==> config.mk <==
export PLATFORM = sky130hd
export DESIGN_NAME = pll_lock_detect
export DESIGN_NICKNAME = d
export VERILOG_FILES = /design/src/rtl/pld_pkg.sv /design/src/rtl/pld_pulse_meter.sv /design/src/rtl/pld_err_class.sv /design/src/rtl/pld_lock_fsm.sv /design/src/rtl/pll_lock_detect.sv
export SDC_FILE = /design/constraint.sdc
export NUM_CORES = 1
export LEC_CHECK = 0
export BUFFER_PORTS_ARGS = -buffer_cell sky130_fd_sc_hd__clkbuf_2
export CAP_MARGIN = 40
export CELL_PAD_IN_SITES_DETAIL_PLACEMENT = 0
export CELL_PAD_IN_SITES_GLOBAL_PLACEMENT = 1
export CORE_ASPECT_RATIO = 1.5
export CORE_MARGIN = 5
export CORE_UTILIZATION = 47
export CTS_CLUSTER_SIZE = 14
export DETAILED_ROUTE_END_ITERATION = 7
export PLACE_DENSITY = 0.9
export REMOVE_ABC_BUFFERS = 1
export SETUP_SLACK_MARGIN = 0.4
export SYNTH_ARGS = -nofsm -noshare
export SYNTH_HDL_FRONTEND = slang
export SYNTH_SLANG_ARGS = --single-unit
export TNS_END_PERCENT = 20
==> constraint.sdc <==
create_clock -name clk_i -period 1.7 [get_ports clk_i]
set_input_delay 0.255 -clock clk_i [delete_from_list [all_inputs] [get_ports clk_i]]
set_output_delay 0.255 -clock clk_i [all_outputs]
set_load 0.1 [all_outputs]
==> src/rtl/pld_pkg.sv <==
package pld_pkg;
  typedef enum logic [1:0] {
    ERR_SMALL = 2'd0,
    ERR_MID   = 2'd1,
    ERR_LARGE = 2'd2
  } err_cls_e;
endpackage

==> src/rtl/pld_pulse_meter.sv <==
module pld_pulse_meter #(
  parameter int CW         = 8,
  parameter int IDLE_LIMIT = 64
) (
  input  logic          clk_i,
  input  logic          rst_ni,
  input  logic          up_i,
  input  logic          dn_i,
  output logic          evt_o,
  output logic [CW-1:0] width_o
);
  localparam int IW = (IDLE_LIMIT > 2) ? $clog2(IDLE_LIMIT) : 1;
  localparam logic [IW-1:0] IDLE_LAST = IW'(IDLE_LIMIT - 1);
  localparam logic [CW-1:0] WID_MAX   = {CW{1'b1}};

  logic          err_q, err_d;
  logic [CW-1:0] wid_q, wid_d;
  logic [IW-1:0] idle_q, idle_d;
  logic          fall_evt, idle_evt;

  assign err_d    = up_i | dn_i;
  assign fall_evt = !err_q && (wid_q != '0);
  assign idle_evt = !err_q && (idle_q == IDLE_LAST);

  always_comb begin
    wid_d  = wid_q;
    idle_d = idle_q;
    if (err_q) begin
      if (wid_q != WID_MAX) wid_d = wid_q + CW'(1);
      idle_d = '0;
    end else begin
      wid_d = '0;
      if (idle_q == IDLE_LAST) idle_d = '0;
      else                     idle_d = idle_q + IW'(1);
    end
  end

  always_ff @(posedge clk_i or negedge rst_ni) begin
    if (!rst_ni) begin
      err_q  <= 1'b0;
      wid_q  <= '0;
      idle_q <= '0;
    end else begin
      err_q  <= err_d;
      wid_q  <= wid_d;
      idle_q <= idle_d;
    end
  end

  assign evt_o   = fall_evt | idle_evt;
  assign width_o = fall_evt ? wid_q : '0;


  width_grows_chk: assert property (@(posedge clk_i) disable iff (!rst_ni)
    err_q |=> (wid_q != '0));


  evt_exclusive_chk: assert property (@(posedge clk_i) disable iff (!rst_ni)
    $onehot0({fall_evt, idle_evt}));


  evt_after_pulse_chk: assert property (@(posedge clk_i) disable iff (!rst_ni)
    evt_o |-> !err_q);
endmodule

==> src/rtl/pld_err_class.sv <==
module pld_err_class
  import pld_pkg::*;
#(
  parameter int CW = 8
) (
  input  logic [CW-1:0] width_i,
  input  logic [CW-1:0] small_thr_i,
  input  logic [CW-1:0] large_thr_i,
  output err_cls_e      cls_o
);
  always_comb begin
    if (width_i < small_thr_i)      cls_o = ERR_SMALL;
    else if (width_i > large_thr_i) cls_o = ERR_LARGE;
    else                            cls_o = ERR_MID;
  end
endmodule

==> src/rtl/pld_lock_fsm.sv <==
module pld_lock_fsm
  import pld_pkg::*;
#(
  parameter int RUN_SHORT = 3,
  parameter int RUN_LONG  = 5
) (
  input  logic     clk_i,
  input  logic     rst_ni,
  input  logic     evt_i,
  input  err_cls_e cls_i,
  input  logic     long_run_i,
  output logic     lock_o
);
  localparam int RMAX = (RUN_LONG > RUN_SHORT) ? RUN_LONG : RUN_SHORT;
  localparam int RW   = $clog2(RMAX + 1);

  logic          lock_q, lock_d;
  logic          mode_q;
  logic [RW-1:0] run_q, run_d, run_inc, need;

  assign need    = long_run_i ? RW'(RUN_LONG) : RW'(RUN_SHORT);
  assign run_inc = run_q + RW'(1);

  always_comb begin
    run_d  = run_q;
    lock_d = lock_q;
    if (!lock_q && (long_run_i != mode_q)) begin
      run_d = '0;
    end else if (evt_i) begin
      if (!lock_q) begin
        if (cls_i == ERR_SMALL) begin
          if (run_inc >= need) begin
            lock_d = 1'b1;
            run_d  = '0;
          end else begin
            run_d = run_inc;
          end
        end else begin
          run_d = '0;
        end
      end else if (cls_i == ERR_LARGE) begin
        lock_d = 1'b0;
        run_d  = '0;
      end
    end
  end

  always_ff @(posedge clk_i or negedge rst_ni) begin
    if (!rst_ni) begin
      lock_q <= 1'b0;
      run_q  <= '0;
      mode_q <= 1'b0;
    end else begin
      lock_q <= lock_d;
      run_q  <= run_d;
      mode_q <= long_run_i;
    end
  end

  assign lock_o = lock_q;


  rise_on_small_chk: assert property (@(posedge clk_i) disable iff (!rst_ni)
    $rose(lock_q) |-> $past(evt_i && (cls_i == ERR_SMALL)));


  fall_on_large_chk: assert property (@(posedge clk_i) disable iff (!rst_ni)
    $fell(lock_q) |-> $past(evt_i && (cls_i == ERR_LARGE)));


  hold_on_mid_chk: assert property (@(posedge clk_i) disable iff (!rst_ni)
    (lock_q && evt_i && (cls_i != ERR_LARGE)) |=> lock_q);


  run_bound_chk: assert property (@(posedge clk_i) disable iff (!rst_ni)
    run_q < RW'(RMAX));


  mode_restart_chk: assert property (@(posedge clk_i) disable iff (!rst_ni)
    (!lock_q && (long_run_i != mode_q)) |=> (run_q == '0));
endmodule

==> src/rtl/pll_lock_detect.sv <==
module pll_lock_detect
  import pld_pkg::*;
#(
  parameter int CW         = 8,
  parameter int IDLE_LIMIT = 64,
  parameter int RUN_SHORT  = 3,
  parameter int RUN_LONG   = 5
) (
  input  logic          clk_i,
  input  logic          rst_ni,
  input  logic          up_i,
  input  logic          dn_i,
  input  logic          long_run_i,
  input  logic [CW-1:0] small_thr_i,
  input  logic [CW-1:0] large_thr_i,
  output logic          lock_o
);
  logic          rst_s1_q, rst_s2_q;
  logic          evt;
  logic [CW-1:0] width;
  err_cls_e      cls;

  always_ff @(posedge clk_i or negedge rst_ni) begin
    if (!rst_ni) begin
      rst_s1_q <= 1'b0;
      rst_s2_q <= 1'b0;
    end else begin
      rst_s1_q <= 1'b1;
      rst_s2_q <= rst_s1_q;
    end
  end

  pld_pulse_meter #(.CW(CW), .IDLE_LIMIT(IDLE_LIMIT)) u_meter (
    .clk_i  (clk_i),
    .rst_ni (rst_s2_q),
    .up_i   (up_i),
    .dn_i   (dn_i),
    .evt_o  (evt),
    .width_o(width)
  );

  pld_err_class #(.CW(CW)) u_class (
    .width_i    (width),
    .small_thr_i(small_thr_i),
    .large_thr_i(large_thr_i),
    .cls_o      (cls)
  );

  pld_lock_fsm #(.RUN_SHORT(RUN_SHORT), .RUN_LONG(RUN_LONG)) u_fsm (
    .clk_i     (clk_i),
    .rst_ni    (rst_s2_q),
    .evt_i     (evt),
    .cls_i     (cls),
    .long_run_i(long_run_i),
    .lock_o    (lock_o)
  );


  reset_low_chk: assert property (@(posedge clk_i)
    !rst_s2_q |=> !lock_o);
endmodule

==> impl_results.md, run 1 <==
* Distinct cell type count of the synthesized netlist at 45
* Buffer levels on the longest clock path at 2
* Power share of the sequential group at between 30 and 40%
* Detailed Route WL at slightly below 4 mm
* Top cell type by total area after synthesis: dfrtp_1
* Half-perimeter wire length of the detailed placement result at 2.97 mm
* Sink count of the clock tree at 22
* Post-DR vias/cell at 5.32
* Footprint of the multi-input gates at ~1000 sq um
* # DRC at 0
* CTS Root Buffer Type: clkbuf_8
* Worst setup path class: register to register
* Total standard cell area after synthesis at 1560 sq um
* Final setup skew at ~5.1 ps
* Final hold violation count at 0
* Number of antenna violations at the first check in global routing at 0
* Gate power share at a little over two fifths
* Clock-pin slew reported for the worst setup and hold paths after clock tree synthesis at 80 ps
* Number of cell rows at 25
* Post-Place Setup Slack at -902 ps
* Multiplexer share of the synthesized area at less than 1%
* CP arrival at 2770 ps
* Peak ir drop on the vdd network at about 900 uV
* Static Leak at approximately 1.1 nW
* Violated checks: negative setup slack
* Internal power component at roughly 1.4 mW
* Area overhead of the layout relative to synthesis at 42.8%
* Fraction of layout cells with a size suffix above 1 at 38.8%
* Most frequently used cell type in the post-synthesis netlist: dfrtp_1
* Starting Density at between 40% and 50%
* Die X at about 57 um
* Share of the cycle needed by the critical path after routing at 154%
* Area share of and/or/nand/nor cells after synthesis at approximately a quarter
* Setup repair after global routing missed its margin: yes
* Top cell types by occurrence after synthesis: 22 x dfrtp_1, 20 x inv_1, 19 x ha_1
* Post-synthesis share of cell area spent on xor and xnor gates at 4.48%
* Global-route wire length before repair at between 6 and 7 mm
* Reg-to-Reg End: u_fsm.lock_o
* Total non-filler cell area in the finished layout at between 2000 and 2500 sq um
* Cell Area, Placed at around 2000 sq um
* Core ar. at roughly 3200 sq um
* Startpoint class of the critical path: register
* Total congestion overflow at 0
* Register-to-register setup slack at -920 ps
* Sw Pwr at 640 uW
* Layout Nets at 278
* Io pins at 22
* Combined flip-flop and latch cell area at 551 sq um
* Via count of the first global-routing pass at 1,468
* Largest family of logic cells by synthesized area: simple AND/OR/NAND/NOR gates
* Synthesis-stage register bit count at 22
* Cell count after synthesis at 170
* TritonCTS clock tree: built
* Number of warnings issued by yosys at 0
* Proportion of synthesized chip area in sequential cells at between 30% and 40%
* Power density of the placed cells at 897 nW/um^2
* Detailed router's first-iteration violation count at 40
* CTS H-tree depth at 1
* Final weighted congestion in routability-driven placement at between 0.8 and 0.9
* Upper clock frequency limit at approximately 380 MHz
* Latest clock arrival within the worst-skew pair at around 260 ps
* DRT Pass-1 Iters at 4
* Share of flip-flops with an asynchronous set or reset after synthesis at 100%
* Endpoint type of the worst setup path: register
* Residual antenna-violating net count after detailed routing at 0
* GRT Total Usage at between 10% and 20%
* Number of buffer cells added on primary ports at 21
* Routed length per placed instance at ~14 um
* Clock power frac at between 20% and 30%
* Result of the run: complete, but fails checks
* Cell types with the largest area share after synthesis: dfrtp_1 35%, ha_1 15%, inv_1 4.8%, nor2b_1 4.0%, nor2_1 3.1%
* Crit Reg-Reg Startpoint: u_meter.wid_q[0]
* Maximum number of pins on one net before global-route repair at 20
* Syn Area/Cell at just over 9 sq um
* Final worst slack at -918 ps
* Count of flip-flops with a built-in enable after synthesis at 0
* Number of failing setup endpoints in the final timing report at 4
* Number of filler cells placed in the layout at 256
* Final worst path period need at between 2000 and 3000 ps
* Critical path fanouts, max at 5
* Die Footprint at between 4000 and 5000 sq um
* Synthesized-area fraction occupied by adder cells at 15.2%
* Post-synth top area share at about a third
* Vertical die dimension at 80.6 um
* Max_cap viols at 0
* Ys flop type: dfrtp_1
* Vias after detailed routing at ~1,500
* Required @ worst endpoint at 1860 ps
* Reg2reg path depth at 13
* Number of inserted diodes at 0
* Sw Share at about a third
* Number of buffers added by the clock tree synthesis step at 3
* Compound-Gate Fraction of Synth Area at approximately 14%
* Pins over their slew limit at 0
* Class of the tightest hold or removal check: register to asynchronous set/reset pin
## timing repair
item                                    in CTS  in global routing
pin swaps                                    4                  5
hold endpoints to repair                     2                  0
gates resized for setup                     15                 10
endpoints found under the setup margin      12                 13
hold buffers                                 1                  0
buffers inserted                             5                  4
cloned                                       0                  0
## cell usage in the layout (no fill, tap or decap), types with 4 or more instances in the layout
cell type / count
a21oi_1: 8
buf_4: 41
clkbuf_2: 20
dfrtp_1: 22
ha_1: 16
inv_1: 18
nand2_1: 5
nand3_1: 5
nor2_1: 13
nor2b_1: 10
nor3_1: 4
o21ai_0: 8
xor2_1: 4
## worst max-delay path: stages, from the launching register on
cell      delay (ps)
dfrtp_1          400
inv_2             80
ha_4             130
nor4b_4          220
a21oi_2          100
and2_4           190
ha_4             270
inv_2             30
a2111o_1         310
a211oi_2         280
nor4_4            80
buf_4            170
a41oi_2          190
nor2_1            60
## per-stage QoR
step,cells,power (mW),setup TNS [ps],util (%),hold slack (ps)
after floorplan,168,1.01,-2950,-,-40.6
after global placement,263,1.29,-2860,61.5,9.71
after detailed placement,263,1.32,-3640,61.5,17.7
after CTS,273,1.91,-3280,67.5,24.7
after global routing,277,2.14,-4100,70.0,37.2
final,277,2.00,-3540,70.0,29.4
## logic make-up after synthesis
| logic type | Yosys count |
|---|---|
| adder cells (fa/ha/maj) | 19 |
| buffers and inverters | 23 |
| multiplexers | 1 |
| XOR/XNOR | 8 |
| AND/OR/NAND/NOR | 62 |
| flip-flops | 22 |
| AO/OA/AOI/OAI | 34 |
| other | 1 |
## layer usage
layer	GRT usage [%]	share of wire, %
met4	7.89	3.0
met1	19.3	38
met3	2.09	4.1
met2	33.0	55
met5	0	0
## area by class of cell
class                           count  share of cell area, %
Inverter                           21                   3.53
Sequential cell                    22                   24.7
Tap cell                           40                   2.24
Clock inverter                      1                   1.35
Clock buffer                        3                   1.85
Timing Repair Buffer               65                   20.1
Multi-Input combinational cell    125                   46.3
## state kept, by name, summed over array words and instances (netlist names)
name / cells
u_fsm.mode_q: 1
rst_s2_q: 1
u_meter.wid_q: 8
u_meter.err_q: 1
u_meter.idle_q: 6
u_fsm.run_q: 3
rst_s1_q: 1
u_fsm.lock_o: 1
## how the worst max path moves through the flow
stage                                 from             end  slack [ps]  depth (start not counted)
after detailed placement  u_meter.wid_q[1]  u_fsm.run_q[1]        -900                         11
after global routing      u_meter.wid_q[0]    u_fsm.lock_o       -1040                         13
after floorplan           u_meter.wid_q[0]    u_fsm.lock_o        -760                         11
after global placement    u_meter.wid_q[1]    u_fsm.lock_o        -720                         11
after CTS                 u_meter.wid_q[0]    u_fsm.lock_o        -840                         13
final                     u_meter.wid_q[0]    u_fsm.lock_o        -920                         13
## power by group through the flow
stage | combinational [mW] | clock [mW] | sequential [mW]
6_report | 0.858 | 0.483 | 0.662
5_1_grt | 0.942 | 0.524 | 0.671
4_1_cts | 0.759 | 0.491 | 0.658
3_5_place_dp | 0.666 | 0 | 0.659
3_3_place_gp | 0.638 | 0 | 0.655
2_1_floorplan | 0.276 | 0 | 0.733
Note: power is estimated with default switching activity, not from simulation.
==> run 2: changes to the inputs <==
--- a/config.mk
+++ b/config.mk
@@ -5,16 +5,17 @@
 export SDC_FILE = /design/constraint.sdc
 export NUM_CORES = 1
 export LEC_CHECK = 0
+export ABC_AREA = 1
 export BUFFER_PORTS_ARGS = -buffer_cell sky130_fd_sc_hd__clkbuf_2
 export CAP_MARGIN = 40
 export CELL_PAD_IN_SITES_DETAIL_PLACEMENT = 0
 export CELL_PAD_IN_SITES_GLOBAL_PLACEMENT = 1
 export CORE_ASPECT_RATIO = 1.5
 export CORE_MARGIN = 5
-export CORE_UTILIZATION = 47
+export CORE_UTILIZATION = 45
 export CTS_CLUSTER_SIZE = 14
 export DETAILED_ROUTE_END_ITERATION = 7
-export PLACE_DENSITY = 0.9
+export PLACE_DENSITY = 0.82
 export REMOVE_ABC_BUFFERS = 1
 export SETUP_SLACK_MARGIN = 0.4
 export SYNTH_ARGS = -nofsm -noshare
==> impl_results.md, run 2 <==
* Result of the run: complete, but fails checks
* Violated checks: negative setup slack
* Power density of the placed cells at 746 nW/um^2 (-17%)
* Area overhead of the layout relative to synthesis at 47.9%
* Worst slew slack as a fraction of its limit at about two thirds
* Upper clock frequency limit at 448 MHz (+17%)
* Highest-count cells in the layout ignoring fill and taps: 36 x inv_1, 33 x buf_4, 27 x nand2_1
* Crit-path max cell delay at 410 ps (about the same)
* Detailed Route WL at 3.76 mm (-4.0%)
* Starting Density at 46.7% (-2.2 points)
* Sum Neg Setup Slack at -2060 ps (+1490 ps)
* Distinct cell type count of the synthesized netlist at 30 (-33%)
* Startpoint class of the critical path: register
* CP arrival at 2390 ps (-380 ps)
* GRT Total Usage at 16.7% (-0.89 points)
* Slowest library cell on the worst path: dfrtp_1
* Detailed router's first-iteration violation count at 20 (-50%)
* Clock-pin slew reported for the worst setup and hold paths after clock tree synthesis at 80 ps (about the same)
* Top cell types by occurrence after synthesis: 39 x inv_1, 36 x nand2_1, 27 x nor2_1
* Post-DR vias/cell at 4.97 (-6.5%)
* Count of flip-flops with a built-in enable after synthesis at 0 (unchanged)
* Layout Cells excl Fill at 311 (+12%)
* DRT Pass-1 Iters at 4 (unchanged)
* Total standard cell area after synthesis at 1600 sq um (+2.2%)
* Buffer levels on the longest clock path at 2 (unchanged)
* Number of buffer cells added on primary ports at 21 (unchanged)
* Share of flip-flops with an asynchronous set or reset after synthesis at 100% (unchanged)
* Global-route wire length before repair at 6.53 mm (+2.4%)
* Core ar. at 3420 sq um (+7.1%)
* Vias after detailed routing at 1,546 (+5.0%)
* Final worst path period need at 2230 ps (-386 ps)
* CTS H-tree depth at 1 (unchanged)
* Maximum number of pins on one net before global-route repair at 16 (-20%)
* Critical Path, Cell by Cell: inv_2 -> ha_4 -> nand2_4 -> nor2_4 -> nand2_4 -> nand2_8 -> nor2_4 -> buf_4 -> ha_4 -> nand2_2 -> nor2_2 -> nand2_1 -> nand2_1 -> nand3_2 -> nand2_4 -> nand2_4 -> nand2_1 -> nand2_1
* Max_cap viols at 0 (unchanged)
* Peak ir drop on the vdd network at 880 uV (-2.0%)
* Number of failing setup endpoints in the final timing report at 4 (unchanged)
* Final setup skew at 8.30 ps (+3.25 ps)
* Number of inserted diodes at 0 (unchanged)
* Post-route core utilization at 69.1% (-0.84 points)
* Number of antenna violations at the first check in global routing at 0 (unchanged)
* CTS Root Buffer Type: clkbuf_8
* Die X at 58.6 um (+2.7%)
* Pins over their slew limit at 0 (unchanged)
* Final weighted congestion in routability-driven placement at 0.787 (-12%)
* Fraction of layout cells with a size suffix above 1 at 43.5% (+4.7 points)
* Synthesis-stage register bit count at 22 (unchanged)
* # DRC at 0 (unchanged)
* Via count of the first global-routing pass at 1,660 (+13%)
* Residual antenna-violating net count after detailed routing at 0 (unchanged)
* Number of buffers added by the clock tree synthesis step at 3 (unchanged)
* Static Leak at 1.21 nW (+9.0%)
* Most frequently used cell type in the post-synthesis netlist: inv_1
* Critical path fanouts, max at 7 (+2)
* Endpoint type of the worst setup path: register
* Worst setup path class: register to register
* Total congestion overflow at 0 (unchanged)
* Number of warnings issued by yosys at 0 (unchanged)
* Routed length per placed instance at 12.1 um (-14%)
* Syn Area/Cell at 7.60 sq um (-17%)
* Flip-flop count of the largest register after layout at 8 (unchanged)
* Ys flop type: dfrtp_1
* Cell count after synthesis at 210 (+24%)
* Die Footprint at 4860 sq um (+5.7%)
* Largest registers ranked by flip-flop count: u_meter.wid_q x8, u_meter.idle_q x6, u_fsm.run_q x3
* Final hold violation count at 0 (unchanged)
* Cell types with the largest area share after synthesis: dfrtp_1 34%, ha_1 15%, inv_1 9.2%, nand2_1 8.5%, nor2_1 6.3%
* Register ranked first by flip-flop count: u_meter.wid_q
* Half-perimeter wire length of the detailed placement result at 2.89 mm (-2.6%)
* Transition time of the tightest slew-check pin at a little under 500 ps
* Number of cell rows at 26 (+4.0%)
* Vertical die dimension at 83.0 um (+2.9%)
* Top cell type by total area after synthesis: dfrtp_1
* Final worst slack at -533 ps (+386 ps)
* Proportion of synthesized chip area in sequential cells at 34.5% (-0.75 points)
* Sink count of the clock tree at 22 (unchanged)
* Setup repair after global routing missed its margin: yes
* Commonest non-fill, non-tap cell in the layout: inv_1
* Share of the cycle needed by the critical path after routing at 131% (-23 points)
* Latest clock arrival within the worst-skew pair at 270 ps (about the same)
* Post-synth top area share at 34.5% (-0.75 points)
* Io pins at 22 (unchanged)
* Cell count after placement at 303 (+15%)
* Class of the tightest hold or removal check: register to asynchronous set/reset pin
* Layout Nets at 310 (+12%)
* TritonCTS clock tree: built
* Required @ worst endpoint at 1860 ps (about the same)
==> run 2: critical path: cells and delay by family (launching register included) <==
kind / cells / cell delay (ps)
adders and majority gates: 2 / 400
buffers and inverters: 2 / 210
DFF: 1 / 410
and+or+nand+nor: 14 / 1080
==> run 2: area by class of cell <==
class	instances	area [sq um]
clock buffer	3	41.3
inverter	41	154
clock inverter	1	30.0
multi-input combinational	146	1150
tap	42	52.6
timing repair buffer	56	380
fill	298	1050
sequential	22	551
==> run 2: routing by layer <==
layer	up-vias	wire length (um)	GRT usage, %
met4	0	76	5.77
li1	792	-	-
met2	28	2060	31.6
met3	8	122	2.48
met5	-	0	0
met1	718	1510	17.7
==> run 2: final timing paths <==
path	start	endpoint	slack (ps)	cells past startpoint
min in group clk_i	long_run_i	u_fsm.mode_q	160	1
min reg2reg	rst_s2_q	u_fsm.run_q[2]	90	0
max in group asynchronous	rst_s2_q	u_meter.wid_q[5]	1130	1
max reg2reg	u_meter.wid_q[0]	u_fsm.run_q[0]	-530	18
max	u_meter.wid_q[0]	u_fsm.run_q[0]	-530	18
min	rst_s2_q	u_fsm.run_q[2]	90	0
==> run 2: logic make-up after synthesis <==
kind of cell,synth area share (%)
adder cells (fa/ha/maj),14.9
flip-flops,34.5
XOR/XNOR,2.74
AND/OR/NAND/NOR,29.0
buffers and inverters,9.87
other,0.235
AO/OA/AOI/OAI,8.78
==> run 2: timing repair <==
action	4_1_cts	5_1_grt
hold endpoints to repair	2	0
setup endpoints to repair	16	16
hold buffers	1	0
pin swaps	28	26
resized for setup	31	32
setup buffers	2	1
==> run 2: power by group <==
group / switching [mW] / leakage, nW / internal (mW)
clock network: 0.174 / 0.0357 / 0.315
logic: 0.359 / 0.897 / 0.311
registers: 0.0331 / 0.278 / 0.568
total: 0.567 / 1.21 / 1.19
==> run 2: per-stage QoR <==
stage               hold slack, ps  setup WS, ps  total power [mW]  area, sq um
finish                        94.5          -533              1.76         2360
global route                   127          -704              1.89         2360
CTS                            110          -570              1.68         2220
detailed placement            42.8          -750              1.11         1980
global placement              42.4          -724              1.10         1980
floorplan                    -40.6          -696             0.886         1590
